[src/rtl/clkdiv_pkg.sv]
package clkdiv_pkg;

  localparam int unsigned REG_W  = 32;
  localparam int unsigned HALF_W = 16;

  typedef enum logic [1:0] {
    ENC_PLUS1 = 2'd0,
    ENC_RAW   = 2'd1,
    ENC_POW2  = 2'd2,
    ENC_TABLE = 2'd3
  } enc_e;

  // Lower-half merge where the upper half of the write selects changing bits.
  function automatic logic [REG_W-1:0] merge_masked(
    input logic [REG_W-1:0] old_word,
    input logic [REG_W-1:0] wr_word
  );
    logic [HALF_W-1:0] sel;
    logic [HALF_W-1:0] lo;
    sel = wr_word[REG_W-1:HALF_W];
    lo  = (old_word[HALF_W-1:0] & ~sel) | (wr_word[HALF_W-1:0] & sel);
    return {{(REG_W-HALF_W){1'b0}}, lo};
  endfunction

  // Position pos of a period of length d lies in the high phase.
  function automatic logic in_high_phase(
    input logic [31:0] pos,
    input logic [31:0] d
  );
    return pos < ((d + 32'd1) >> 1);
  endfunction

endpackage

[src/rtl/cdv_ctrl_reg.sv]
module cdv_ctrl_reg
  import clkdiv_pkg::*;
#(
  parameter bit MASK_WR = 1'b1,
  parameter int FLD_LSB = 4,
  parameter int FLD_W   = 4,
  parameter int ENC_LSB = 8,
  parameter int ZB_BIT  = 10
) (
  input  logic             clk,
  input  logic             rst,
  input  logic             wr_en,
  input  logic [REG_W-1:0] wr_data,
  output logic [REG_W-1:0] ctrl_q,
  output logic [FLD_W-1:0] fld_nx,
  output enc_e             enc_nx,
  output logic             zb_nx
);

  logic [REG_W-1:0] ctrl_nx;

  generate
    if (MASK_WR) begin : g_masked
      always_comb ctrl_nx = wr_en ? merge_masked(ctrl_q, wr_data) : ctrl_q;
    end else begin : g_plain
      always_comb ctrl_nx = wr_en ? wr_data : ctrl_q;
    end
  endgenerate

  always_ff @(posedge clk) begin
    if (rst) ctrl_q <= '0;
    else     ctrl_q <= ctrl_nx;
  end

  assign fld_nx = ctrl_nx[FLD_LSB +: FLD_W];
  assign enc_nx = enc_e'(ctrl_nx[ENC_LSB +: 2]);
  assign zb_nx  = ctrl_nx[ZB_BIT];

endmodule

[src/rtl/cdv_decode.sv]
module cdv_decode
  import clkdiv_pkg::*;
#(
  parameter int FLD_W  = 4,
  parameter int DIVW   = 16,
  parameter int TBL_N  = 5,
  parameter int TBL_DW = 16,
  parameter logic [TBL_N*FLD_W-1:0]  TBL_VAL = '0,
  parameter logic [TBL_N*TBL_DW-1:0] TBL_DIV = '0
) (
  input  logic [FLD_W-1:0] fld,
  input  enc_e             enc,
  input  logic             zb,
  output logic             ok,
  output logic [DIVW-1:0]  div
);

  logic [FLD_W-1:0]  ent_val [TBL_N];
  logic [TBL_DW-1:0] ent_div [TBL_N];

  generate
    for (genvar i = 0; i < TBL_N; i++) begin : g_ent
      assign ent_val[i] = TBL_VAL[i*FLD_W +: FLD_W];
      assign ent_div[i] = TBL_DIV[i*TBL_DW +: TBL_DW];
    end
  endgenerate

  logic              tbl_hit;
  logic [TBL_DW-1:0] tbl_div;

  // The search stops at the first entry whose divisor is zero.
  always_comb begin
    logic alive;
    alive   = 1'b1;
    tbl_hit = 1'b0;
    tbl_div = '0;
    for (int i = 0; i < TBL_N; i++) begin
      if (alive) begin
        if (ent_div[i] == '0) begin
          alive = 1'b0;
        end else if (!tbl_hit && ent_val[i] == fld) begin
          tbl_hit = 1'b1;
          tbl_div = ent_div[i];
        end
      end
    end
  end

  always_comb begin
    ok  = 1'b1;
    div = DIVW'(1);
    case (enc)
      ENC_PLUS1: div = DIVW'(fld) + DIVW'(1);
      ENC_RAW: begin
        if (fld != '0) div = DIVW'(fld);
        else if (zb)   div = DIVW'(1);
        else           ok  = 1'b0;
      end
      ENC_POW2: div = DIVW'(1) << fld;
      ENC_TABLE: begin
        ok  = tbl_hit;
        div = tbl_hit ? DIVW'(tbl_div) : DIVW'(1);
      end
    endcase
  end

endmodule

[src/rtl/cdv_period.sv]
module cdv_period
  import clkdiv_pkg::*;
#(
  parameter int DIVW = 16
) (
  input  logic            clk,
  input  logic            rst,
  input  logic            load,
  input  logic            reject,
  input  logic [DIVW-1:0] new_div,
  output logic [DIVW-1:0] pend_div,
  output logic [DIVW-1:0] cur_div,
  output logic            tick,
  output logic            phase,
  output logic            err
);

  logic [DIVW-1:0] cnt_q, cnt_nx, act_q, act_nx, pend_q;
  logic            phase_q, err_q;

  assign tick = (cnt_q == act_q - DIVW'(1));

  always_comb begin
    cnt_nx = tick ? '0 : cnt_q + DIVW'(1);
    act_nx = tick ? pend_q : act_q;
  end

  always_ff @(posedge clk) begin
    if (rst) begin
      cnt_q   <= '0;
      act_q   <= DIVW'(1);
      pend_q  <= DIVW'(1);
      phase_q <= 1'b1;
      err_q   <= 1'b0;
    end else begin
      cnt_q   <= cnt_nx;
      act_q   <= act_nx;
      phase_q <= in_high_phase(32'(cnt_nx), 32'(act_nx));
      if (load)   pend_q <= new_div;
      if (reject) err_q  <= 1'b1;
    end
  end

  assign pend_div = pend_q;
  assign cur_div  = act_q;
  assign phase    = phase_q;
  assign err      = err_q;

endmodule

[src/rtl/clkdiv_regfield.sv]
module clkdiv_regfield
  import clkdiv_pkg::*;
#(
  parameter bit MASK_WR = 1'b1,
  parameter int FLD_LSB = 4,
  parameter int FLD_W   = 4,
  parameter int ENC_LSB = 8,
  parameter int ZB_BIT  = 10,
  parameter int TBL_N   = 5,
  parameter int TBL_DW  = 16,
  parameter logic [TBL_N*FLD_W-1:0]  TBL_VAL = 20'h5_9_6_3_1,
  parameter logic [TBL_N*TBL_DW-1:0] TBL_DIV = 80'h0003_0000_0007_0004_0002,
  parameter int DIVW = ((1 << FLD_W) > TBL_DW) ? (1 << FLD_W) : TBL_DW
) (
  input  logic            clk,
  input  logic            rst,
  input  logic            wr_en,
  input  logic [31:0]     wr_data,
  output logic [31:0]     ctrl_rd,
  output logic [DIVW-1:0] cur_div,
  output logic            div_tick,
  output logic            div_phase,
  output logic            dec_err
);

  logic [FLD_W-1:0] fld_nx;
  enc_e             enc_nx;
  logic             zb_nx;
  logic             dec_ok;
  logic [DIVW-1:0]  dec_div;
  logic [DIVW-1:0]  pend_div;
  logic             wr_accept;
  logic             wr_reject;

  cdv_ctrl_reg #(
    .MASK_WR(MASK_WR), .FLD_LSB(FLD_LSB), .FLD_W(FLD_W),
    .ENC_LSB(ENC_LSB), .ZB_BIT(ZB_BIT)
  ) u_reg (
    .clk(clk), .rst(rst), .wr_en(wr_en), .wr_data(wr_data),
    .ctrl_q(ctrl_rd), .fld_nx(fld_nx), .enc_nx(enc_nx), .zb_nx(zb_nx)
  );

  cdv_decode #(
    .FLD_W(FLD_W), .DIVW(DIVW), .TBL_N(TBL_N), .TBL_DW(TBL_DW),
    .TBL_VAL(TBL_VAL), .TBL_DIV(TBL_DIV)
  ) u_dec (
    .fld(fld_nx), .enc(enc_nx), .zb(zb_nx), .ok(dec_ok), .div(dec_div)
  );

  assign wr_accept = wr_en &  dec_ok;
  assign wr_reject = wr_en & ~dec_ok;

  cdv_period #(.DIVW(DIVW)) u_per (
    .clk(clk), .rst(rst), .load(wr_accept), .reject(wr_reject),
    .new_div(dec_div), .pend_div(pend_div), .cur_div(cur_div),
    .tick(div_tick), .phase(div_phase), .err(dec_err)
  );

endmodule

[config.mk]
export PLATFORM = sky130hd
export DESIGN_NAME = clkdiv_regfield
export DESIGN_NICKNAME = d
export VERILOG_FILES = /design/src/rtl/clkdiv_pkg.sv /design/src/rtl/cdv_ctrl_reg.sv /design/src/rtl/cdv_decode.sv /design/src/rtl/cdv_period.sv /design/src/rtl/clkdiv_regfield.sv
export SDC_FILE = /design/constraint.sdc
export NUM_CORES = 1
export LEC_CHECK = 0
export BUFFER_PORTS_ARGS = -buffer_cell sky130_fd_sc_hd__buf_2
export CAP_MARGIN = 10
export CORE_UTILIZATION = 61
export DETAILED_ROUTE_END_ITERATION = 10
export PLACE_DENSITY = 0.86
export SETUP_SLACK_MARGIN = 0.05
export SLEW_MARGIN = 20
export SYNTH_ARGS = -nofsm -noshare
export SYNTH_HDL_FRONTEND = slang
export SYNTH_SLANG_ARGS = --single-unit
[constraint.sdc]
create_clock -name clk -period 17.8 [get_ports clk]
set_input_delay 2.67 -clock clk [delete_from_list [all_inputs] [get_ports clk]]
set_output_delay 2.67 -clock clk [all_outputs]
set_load 0.02 [all_outputs]
==> flow_metrics.env, run 1 <==
export IMPL_power_density_mw_per_mm2=107
export IMPL_io_buffers=69
export IMPL_syn_area_mm2=0.00471
export IMPL_period_share=0.356
export IMPL_ys_seq_area_frac=0.280
export IMPL_synth_ff_type="dfxtp_1"
export IMPL_clock_fmax_ghz=0.158
export IMPL_finClkSkew_ns=0.00926
export IMPL_drt_initial_drc_count=475
export IMPL_die_area_mm2=0.00808
export IMPL_place_congestion=0.980
export IMPL_die_h_um=89.9
export IMPL_yosysTopAreaCell="dfxtp_1"
export IMPL_max_cap_violations=0
export IMPL_synthCells=617
export IMPL_crit_fanout=16
export IMPL_finalWirelength_um=12400
export IMPL_required_ns=18.06
export IMPL_period_needed_ns=6.34
export IMPL_vdd_drop_max_v=0.0000513
export IMPL_grt_pass1_vias=4381
export IMPL_synth_edff_count=0
export IMPL_crit_path_start_kind="flip-flop"
export IMPL_io_pin_count=86
export IMPL_p_leak_nw=2.16
export IMPL_start_util=0.639
export IMPL_post_cts_setup_buffers=0
export IMPL_via_per_inst=6.13
export IMPL_core_mm2=0.00737
export IMPL_ys_warn_count=0
export IMPL_wl_per_cell_um=16.1
export IMPL_fp_dieW_um=89.9
export IMPL_arrival_ns=6.60
export IMPL_syn2layout_area_growth_pct=10.4
export IMPL_cts_tree="yes"
export IMPL_root_buffer="clkbuf_8"
export IMPL_synth_async_reset_ratio=0
export IMPL_hpwl_um=9130
export IMPL_cts_resized=0
export IMPL_avgSynthCellArea_um2=7.63
export IMPL_num_antenna_cells=0
export IMPL_grt_usage=0.308
export IMPL_p_total_mw=0.558
export IMPL_synth_area_top_cells="dfxtp_1 (28%), xnor2_1 (7.3%), ha_1 (6.4%), nand3_1 (5.5%), a21oi_1 (5.4%)"
export IMPL_clockBufferDepth=2
export IMPL_slew_limit_headroom=0.417
export IMPL_cts_sinks=66
export IMPL_drtAntennaViolNets=0
export IMPL_rsz0062_at_grt="false"
export IMPL_clkLatencyLatePin_ns=0.35
export IMPL_grt_max_degree=67
export IMPL_clk_pin_slew_ns=0.08
export IMPL_slew_viol_final=0
export IMPL_cts_buffers=9
export IMPL_vias=4699
export IMPL_grt_ovfl_total=0
export IMPL_drive_gt1_frac=0.156
export IMPL_synth_seq_cells=66
export IMPL_final_hold_viol_count=0
export IMPL_finalSetupViolCount=0
export IMPL_grt_pass1_wl_um=20300
export IMPL_ys_types=59
export IMPL_max_slew_worst_pin_slew_ns=0.850
export IMPL_setup_tns_ns=0
export IMPL_synth_most_common_cell="dfxtp_1"
export IMPL_endpoint_kind="flip-flop"
export IMPL_synth_common_cells="dfxtp_1 (66), nand2_1 (61), nand3_1 (52), nor2_1 (52), a21oi_1 (51)"
export IMPL_rows=31
export IMPL_outcome="complete, no violations"
export IMPL_dr_pass1_iters=5
export IMPL_hp_class="flip-flop to flip-flop"
export IMPL_hold_buffers=0
export IMPL_nets=722
export IMPL_route_detailed_drc=0
export IMPL_worst_setup_path_type="flip-flop to flip-flop"
export IMPL_antenna_found_initial=0
export IMPL_htreeDepth=3
export IMPL_synth_top_cell_area_share=0.280
[layout make-up]
class                           count  area [µm²]
Clock buffer                        9         124
Clock inverter                      7        93.8
Fill cell                         610        2170
Inverter                           15        56.3
Multi-Input combinational cell    497        3100
Sequential cell                    66        1320
Tap cell                           99         124
Timing Repair Buffer               74         385
[routing by layer]
metal / vias up / global-route usage / wire length, µm
met1: 2212 / 0.382 / 5130
li1: 2256 / - / -
met5: - / 0 / 0
met3: 32 / 0.0541 / 783
met2: 199 / 0.531 / 6160
met4: 0 / 0.116 / 285
[worst max-delay path, stage by stage, from the launching register on]
cell and delay [ns]:
dfxtp_1 0.41, inv_1 0.12, ha_1 0.21, or4b_2 0.67
or4_1 0.49, xnor2_1 0.16, or4_4 0.45, a211o_4 0.41
nor2_4 0.11, a21o_1 0.13, ha_1 0.25, nand3_1 0.14
nor2_1 0.34, nand2_1 0.12, xor2_1 0.16, mux2_1 0.29
ha_1 0.19, a21o_1 0.18, a21o_1 0.17, a21o_1 0.17
a211oi_1 0.23, o221ai_1 0.19, or3b_2 0.50, o221ai_1 0.16
[layout by cell type, fill, tap and decap left out, drive strengths merged, types with 15 or more instances in the layout]
| cell type | count |
|---|---|
| buf | 74 |
| dfxtp | 66 |
| nand2 | 61 |
| nor2 | 53 |
| nand3 | 52 |
| a21oi | 51 |
| xnor2 | 39 |
| nor3 | 28 |
| o21ai | 26 |
| ha | 24 |
| xor2 | 19 |
| nand4 | 19 |
| conb | 16 |
| inv | 15 |
[where the power goes]
group,internal [mW],switching [mW]
Clock,0.0785,0.0610
Combinational,0.0920,0.158
Sequential,0.156,0.0128
Total,0.326,0.232
[path summary, 6_finish.rpt]
kind | startpoint | endpoint | slack [ns] | depth (start not counted)
max | u_per.cur_div[0] | u_per.phase | 11.46 | 23
min | flip-flop | flip-flop | 0.46 | 2
max reg2reg | u_per.cur_div[0] | u_per.phase | 11.46 | 23
min reg2reg | flip-flop | flip-flop | 0.46 | 2
[through the flow]
step	cell area (µm²)	utilization	std cells	hold WS, ns	setup slack (ns)
5_1_grt	5200	0.706	767	0.480	11.17
4_1_cts	5200	0.705	767	0.461	11.50
3_3_place_gp	4980	0.676	751	0.440	11.75
2_1_floorplan	4770	-	632	0.465	11.83
3_5_place_dp	4980	0.676	751	0.450	11.53
6_report	5200	0.706	767	0.459	11.46
[kinds of logic after synthesis]
group / Yosys count / share of synthesized area
adder cells (fa/ha/maj): 24 / 0.0637
buffers and inverters: 69 / 0.0741
AND/OR/NAND/NOR: 261 / 0.276
multiplexers: 17 / 0.0372
other: 1 / 0.000796
AO/OA/AOI/OAI: 121 / 0.160
XOR/XNOR: 58 / 0.108
flip-flops: 66 / 0.280
Power figures use the tool's default switching activity.
==> inputs of run 2 (changes only) <==
CORE_UTILIZATION = 51   (was 61)
PLACE_DENSITY = 0.77   (was 0.86)
clock period = 5.3 ns   (was 17.8 ns; I/O delays follow)
==> run 2 against run 1 <==
The flow now finishes with violations (DRC). Combinational power grew to 3.9 times the previous value. Hold slack lost 0.0060 ns. Register-to-register slack lost 11 ns. Cell count grew 3.8%. Sequential share of layout area shrank 1.2 points. Critical path depth is the same. Critical endpoint unchanged. Clock skew grew 0.0033 ns.
==> flow_metrics.env, run 2 (synthesis gave the netlist of run 1 again) <==
export IMPL_rows=34
export IMPL_met2_usage=0.454
export IMPL_num_antenna_cells=0
export IMPL_busiest_layer="met2"
export IMPL_p_leak_nw=2.27
export IMPL_vias=4647
export IMPL_rsz0062_at_grt="true"
export IMPL_io_buffers=69
export IMPL_die_area_mm2=0.00963
export IMPL_grt_pass1_wl_um=20900
export IMPL_period_needed_ns=5.26
export IMPL_syn2layout_area_growth_pct=16.5
export IMPL_endpoint_kind="flip-flop"
export IMPL_place_congestion=0.920
export IMPL_outcome="finished, violations left"
export IMPL_crit_path_start_kind="flip-flop"
export IMPL_cts_tree="yes"
export IMPL_via_per_inst=5.84
export IMPL_finalWirelength_um=12600
export IMPL_required_ns=5.58
export IMPL_placed_cell_area_mm2=0.00523
export IMPL_arrival_ns=5.54
export IMPL_grt_usage=0.268
export IMPL_grt_use_met1=0.339
export IMPL_fin_cells=796
export IMPL_drive_gt1_frac=0.205
export IMPL_cts_buffers=9
export IMPL_hold_slack_ns=0.453
export IMPL_grt_pass1_vias=4357
export IMPL_core_mm2=0.00885
export IMPL_p_total_mw=1.95
export IMPL_final_common_cell="buf_2"
export IMPL_fp_dieW_um=98.1
export IMPL_period_share=0.993
export IMPL_crit_fanout=5
export IMPL_clk_pin_slew_ns=0.07
export IMPL_seqPwrFrac=0.284
export IMPL_wl_per_cell_um=15.8
export IMPL_worst_setup_path_type="flip-flop to flip-flop"
export IMPL_p_switching_mw=0.827
export IMPL_clockBufferDepth=2
export IMPL_drtAntennaViolNets=0
export IMPL_root_buffer="clkbuf_8"
export IMPL_power_density_mw_per_mm2=355
export IMPL_combPwrFrac=0.498
export IMPL_htreeDepth=3
export IMPL_setup_ws_ns=0.0382
export IMPL_fillCellCount=818
export IMPL_clkLatencyLatePin_ns=0.36
export IMPL_placed_cells=776
export IMPL_finClkSkew_ns=0.0125
export IMPL_finalSetupViolCount=0
export IMPL_clkPwrFrac=0.218
export IMPL_route_detailed_drc=6
export IMPL_hpwl_um=9390
export IMPL_p_int_mw=1.12
export IMPL_io_pin_count=86
export IMPL_drt_initial_drc_count=328
export IMPL_dr_pass1_iters=8
export IMPL_hp_class="flip-flop to flip-flop"
export IMPL_cts_sinks=66
export IMPL_vdd_drop_max_v=0.000223
export IMPL_post_place_ws_ns=-0.0221
export IMPL_antenna_found_initial=0
export IMPL_start_util=0.532
export IMPL_sw_frac_of_total=0.425
export IMPL_final_cell_mix="buf_2 (69), dfxtp_1 (64), nand2_1 (61)"
export IMPL_nets=743
export IMPL_grt_max_degree=47
export IMPL_violations="DRC"
export IMPL_clock_fmax_ghz=0.190
export IMPL_max_slew_worst_pin_slew_ns=0.840
export IMPL_met3_usage=0.0537
export IMPL_design_area_mm2=0.00549
export IMPL_slew_viol_final=0
export IMPL_slew_limit_headroom=0.424
export IMPL_grt_ovfl_total=0
export IMPL_final_hold_viol_count=0
export IMPL_die_h_um=98.1
export IMPL_max_cap_violations=0
run 2: stage by stage:
step                setup TNS [ns]  utilization
floorplan                   -0.114            -
global placement                 0        0.589
detailed placement         -0.0221        0.591
CTS                              0        0.617
global route                -0.153        0.620
finish                           0        0.620
run 2: what timing repair did:
| item | 4_1_cts | 5_1_grt |
|---|---|---|
| pin swaps | 4 | 0 |
| hold buffers | 0 | 0 |
| gates resized for setup | 2 | 4 |
| setup buffers | 4 | 1 |
| endpoints found under the setup margin | 1 | 1 |
run 2: worst paths after layout:
path | from | to | slack, ns | cells past startpoint
worst max-delay path | u_per.cur_div[1] | u_per.phase | 0.04 | 23
worst max register to register | u_per.cur_div[1] | u_per.phase | 0.04 | 23
worst min register to register | flip-flop | flip-flop | 0.45 | 2
worst min-delay path | flip-flop | flip-flop | 0.45 | 2
run 2: layer usage:
metal,share of wire,vias to the layer above
li1,-,2295
met1,0.44,2169
met2,0.48,159
met3,0.055,24
met4,0.024,0
met5,0,-
run 2: power by group through the flow:
stage | registers, mW | logic (mW) | clock network, mW
final | 0.552 | 0.969 | 0.425
after global routing | 0.556 | 1.04 | 0.458
after CTS | 0.552 | 0.928 | 0.433
after detailed placement | 0.564 | 0.919 | 0
after global placement | 0.563 | 0.899 | 0
after floorplan | 0.573 | 0.728 | 0
run 2: critical path: stages, from the launching register on:
cell and delay, ns:
dfxtp_4 0.35, inv_4 0.05, ha_4 0.14, or4b_4 0.46, or4_4 0.55, xnor2_1 0.14, or4_4 0.53, a211o_4 0.31
nor2_4 0.12, a21o_1 0.15, ha_4 0.19, nand3_4 0.10, nor2_4 0.14, nand2_1 0.08, xor2_1 0.14, mux2_4 0.27
ha_4 0.15, a21o_1 0.14, a21o_1 0.15, a21o_1 0.16, a211oi_2 0.19, o221ai_2 0.13, or3b_4 0.39, o221ai_2 0.15
run 2: layout make-up:
type,instances,area [µm²],share of cell area
multi-input cells,497,3220,0.586
flip-flops and latches,66,1330,0.242
well taps,108,135,0.0246
clock buffers,9,124,0.0226
clock inverters,6,67.6,0.0123
inverters,15,61.3,0.0112
repair buffers,95,557,0.101
==> inputs of run 3 (changes only) <==
BUFFER_PORTS_ARGS = not set   (was -buffer_cell sky130_fd_sc_hd__buf_2)
CORE_UTILIZATION = 58   (was 51)
DONT_BUFFER_PORTS = 1   (was not set)
PLACE_DENSITY = 0.76   (was 0.77)
==> run 3 against run 2 <==
The run ends with setup timing left. Worst setup slack got worse by 0.056 ns. Hold slack improved by 0.049 ns. Maximum frequency decreased by 1.1%. First-iteration DRC count decreased by 14%. Clock power increased by 15%. Sequential power increased by 2%. Combinational power decreased by 3.8%. Clock-buffer cell count increased by 1. Power increased by 2.0%. Clock skew decreased by 0.0034 ns. Critical path depth unchanged. Critical path type unchanged. Highest routed layer unchanged.
==> flow_metrics.env, run 3 (synthesis gave the netlist of run 1 again) <==
export IMPL_cts_sinks=66
export IMPL_finalSetupViolCount=1
export IMPL_clock_fmax_ghz=0.188
export IMPL_endpoint_kind="flip-flop"
export IMPL_vias=4552
export IMPL_r2r_end="u_per.phase"
export IMPL_reg2reg_slack_ns=-0.02
export IMPL_arrival_ns=5.59
export IMPL_crit_path_start_kind="flip-flop"
export IMPL_route_detailed_drc=0
export IMPL_grt_pass1_vias=4367
export IMPL_slowest_stage="or4_4"
export IMPL_worst_path_most_repeated_cell="a21o_1"
export IMPL_r2r_start="u_per.cur_div[1]"
export IMPL_hpwl_um=9300
export IMPL_num_antenna_cells=0
export IMPL_dr_pass1_iters=5
export IMPL_cp_cell_sequence="inv_4, ha_4, or4b_4, or4_4, xnor2_1, or4_4, a211o_4, nor2_4, a21o_1, ha_4, nand3_4, nor2_4, nand2_1, xor2_1, mux2_4, ha_4, a21o_1, a21o_1, a21o_1, a211oi_2, o221ai_2, or3b_4, o221ai_2"
export IMPL_top_layer="met4"
export IMPL_final_cell_mix="dfxtp_1 (64), nand2_1 (61), a21oi_1 (51)"
export IMPL_clk_pin_slew_ns=0.08
export IMPL_setup_ws_ns=-0.0181
export IMPL_drtAntennaViolNets=0
export IMPL_placed_cells=703
export IMPL_period_share=1.00
export IMPL_antenna_found_initial=0
export IMPL_crit_fanout=4
export IMPL_design_area_mm2=0.00518
export IMPL_core_mm2=0.00781
export IMPL_hp_class="flip-flop to flip-flop"
export IMPL_regArea_mm2=0.00133
export IMPL_grt_pass1_wl_um=20500
export IMPL_p_total_mw=1.98
export IMPL_drive_gt1_frac=0.124
export IMPL_via_per_inst=6.29
export IMPL_hold_buffers=0
export IMPL_final_common_cell="dfxtp_1"
export IMPL_routedLengthMet1_um=5200
export IMPL_htreeDepth=3
export IMPL_fin_cells=724
export IMPL_place_congestion=0.927
export IMPL_p_leak_nw=1.98
export IMPL_grt_max_degree=67
export IMPL_root_buffer="clkbuf_8"
export IMPL_die_h_um=92.1
export IMPL_power_density_mw_per_mm2=383
export IMPL_io_buffers=0
export IMPL_final_hold_viol_count=0
export IMPL_wl_per_cell_um=17.5
export IMPL_clockBufferDepth=2
export IMPL_grt_ovfl_total=0
export IMPL_multi_input_area_mm2=0.00323
export IMPL_rows=32
export IMPL_startpoint="u_per.cur_div[1]"
export IMPL_required_ns=5.57
export IMPL_io_pin_count=86
export IMPL_slew_limit_headroom=0.268
export IMPL_violations="setup timing"
export IMPL_start_util=0.603
export IMPL_max_cap_violations=0
export IMPL_nets=676
export IMPL_max_slew_worst_pin_slew_ns=1.07
export IMPL_period_needed_ns=5.32
export IMPL_fp_dieW_um=92.1
export IMPL_wl_met3_um=766
export IMPL_cts_buffers=9
export IMPL_clkLatencyLatePin_ns=0.35
export IMPL_fillCellCount=694
export IMPL_hold_slack_ns=0.502
export IMPL_finalWirelength_um=12700
export IMPL_grt_usage=0.305
export IMPL_rsz0062_at_grt="true"
export IMPL_syn2layout_area_growth_pct=10.0
export IMPL_wl_met2_um=6160
export IMPL_placed_cell_area_mm2=0.00488
export IMPL_cts_tree="yes"
export IMPL_critPathMaxStageDelay_ns=0.54
export IMPL_slew_viol_final=0
export IMPL_die_area_mm2=0.00849
export IMPL_worst_setup_path_type="flip-flop to flip-flop"
export IMPL_vdd_drop_max_v=0.000346
export IMPL_crit_end="u_per.phase"
export IMPL_reg2reg_depth=23
export IMPL_drt_initial_drc_count=281
export IMPL_outcome="finished, violations left"
export IMPL_finClkSkew_ns=0.00913
[run 3: how the worst min path moves through the flow]
stage                       from                end  slack (ns)  depth (start not counted)
6_report       u_per.pend_div[7]  u_per.pend_div[7]        0.50                          2
5_1_grt                      rst    u_per.cnt_q[10]        0.50                          1
4_1_cts        u_per.pend_div[7]  u_per.pend_div[7]        0.50                          2
3_5_place_dp   u_per.pend_div[7]  u_per.pend_div[7]        0.49                          2
3_3_place_gp   u_per.pend_div[9]  u_per.pend_div[9]        0.48                          2
2_1_floorplan  u_per.pend_div[9]  u_per.pend_div[9]        0.47                          2
[run 3: layout make-up]
class,count,area share
well taps,102,0.0246
clock buffers,10,0.0266
multi-input cells,497,0.622
inverters,15,0.0118
clock inverters,6,0.0171
repair buffers,28,0.0413
flip-flops and latches,66,0.256
[run 3: critical path: cells and delay by family (launching register included)]
| kind | cells | cell delay [ns] |
|---|---|---|
| adders and majority gates | 3 | 0.48 |
| buffers and inverters | 1 | 0.05 |
| and+or+nand+nor | 8 | 2.37 |
| xor gates and xnor gates | 2 | 0.29 |
| AOI/OAI and AO/OA | 8 | 1.44 |
| DFF | 1 | 0.35 |
| muxes | 1 | 0.27 |
[run 3: report_power, final]
group          leakage, nW  internal, mW  switching (mW)  total (mW)
Combinational         1.34         0.367           0.565       0.932
Clock                0.109         0.278           0.209       0.487
Sequential           0.536         0.524          0.0414       0.565
[run 3: per-stage QoR]
stage               utilization  TNS (ns)  setup slack [ns]
floorplan                     -    -0.114            -0.114
global placement          0.625         0             0.117
detailed placement        0.625   -0.0715           -0.0715
CTS                       0.660         0            0.0205
global route              0.664    -0.164            -0.164
finish                    0.664   -0.0181           -0.0181
[run 3: timing repair]
| item | 4_1_cts | 5_1_grt |
|---|---|---|
| setup buffers | 4 | 1 |
| gates resized for setup | 2 | 6 |
| setup endpoints to repair | 1 | 1 |
| pin swaps | 4 | 1 |
[run 3: metal layers]
layer | GRT usage | vias up
met5 | 0 | -
met3 | 0.0531 | 45
met4 | 0.146 | 0
li1 | - | 2162
met1 | 0.362 | 2148
met2 | 0.528 | 197
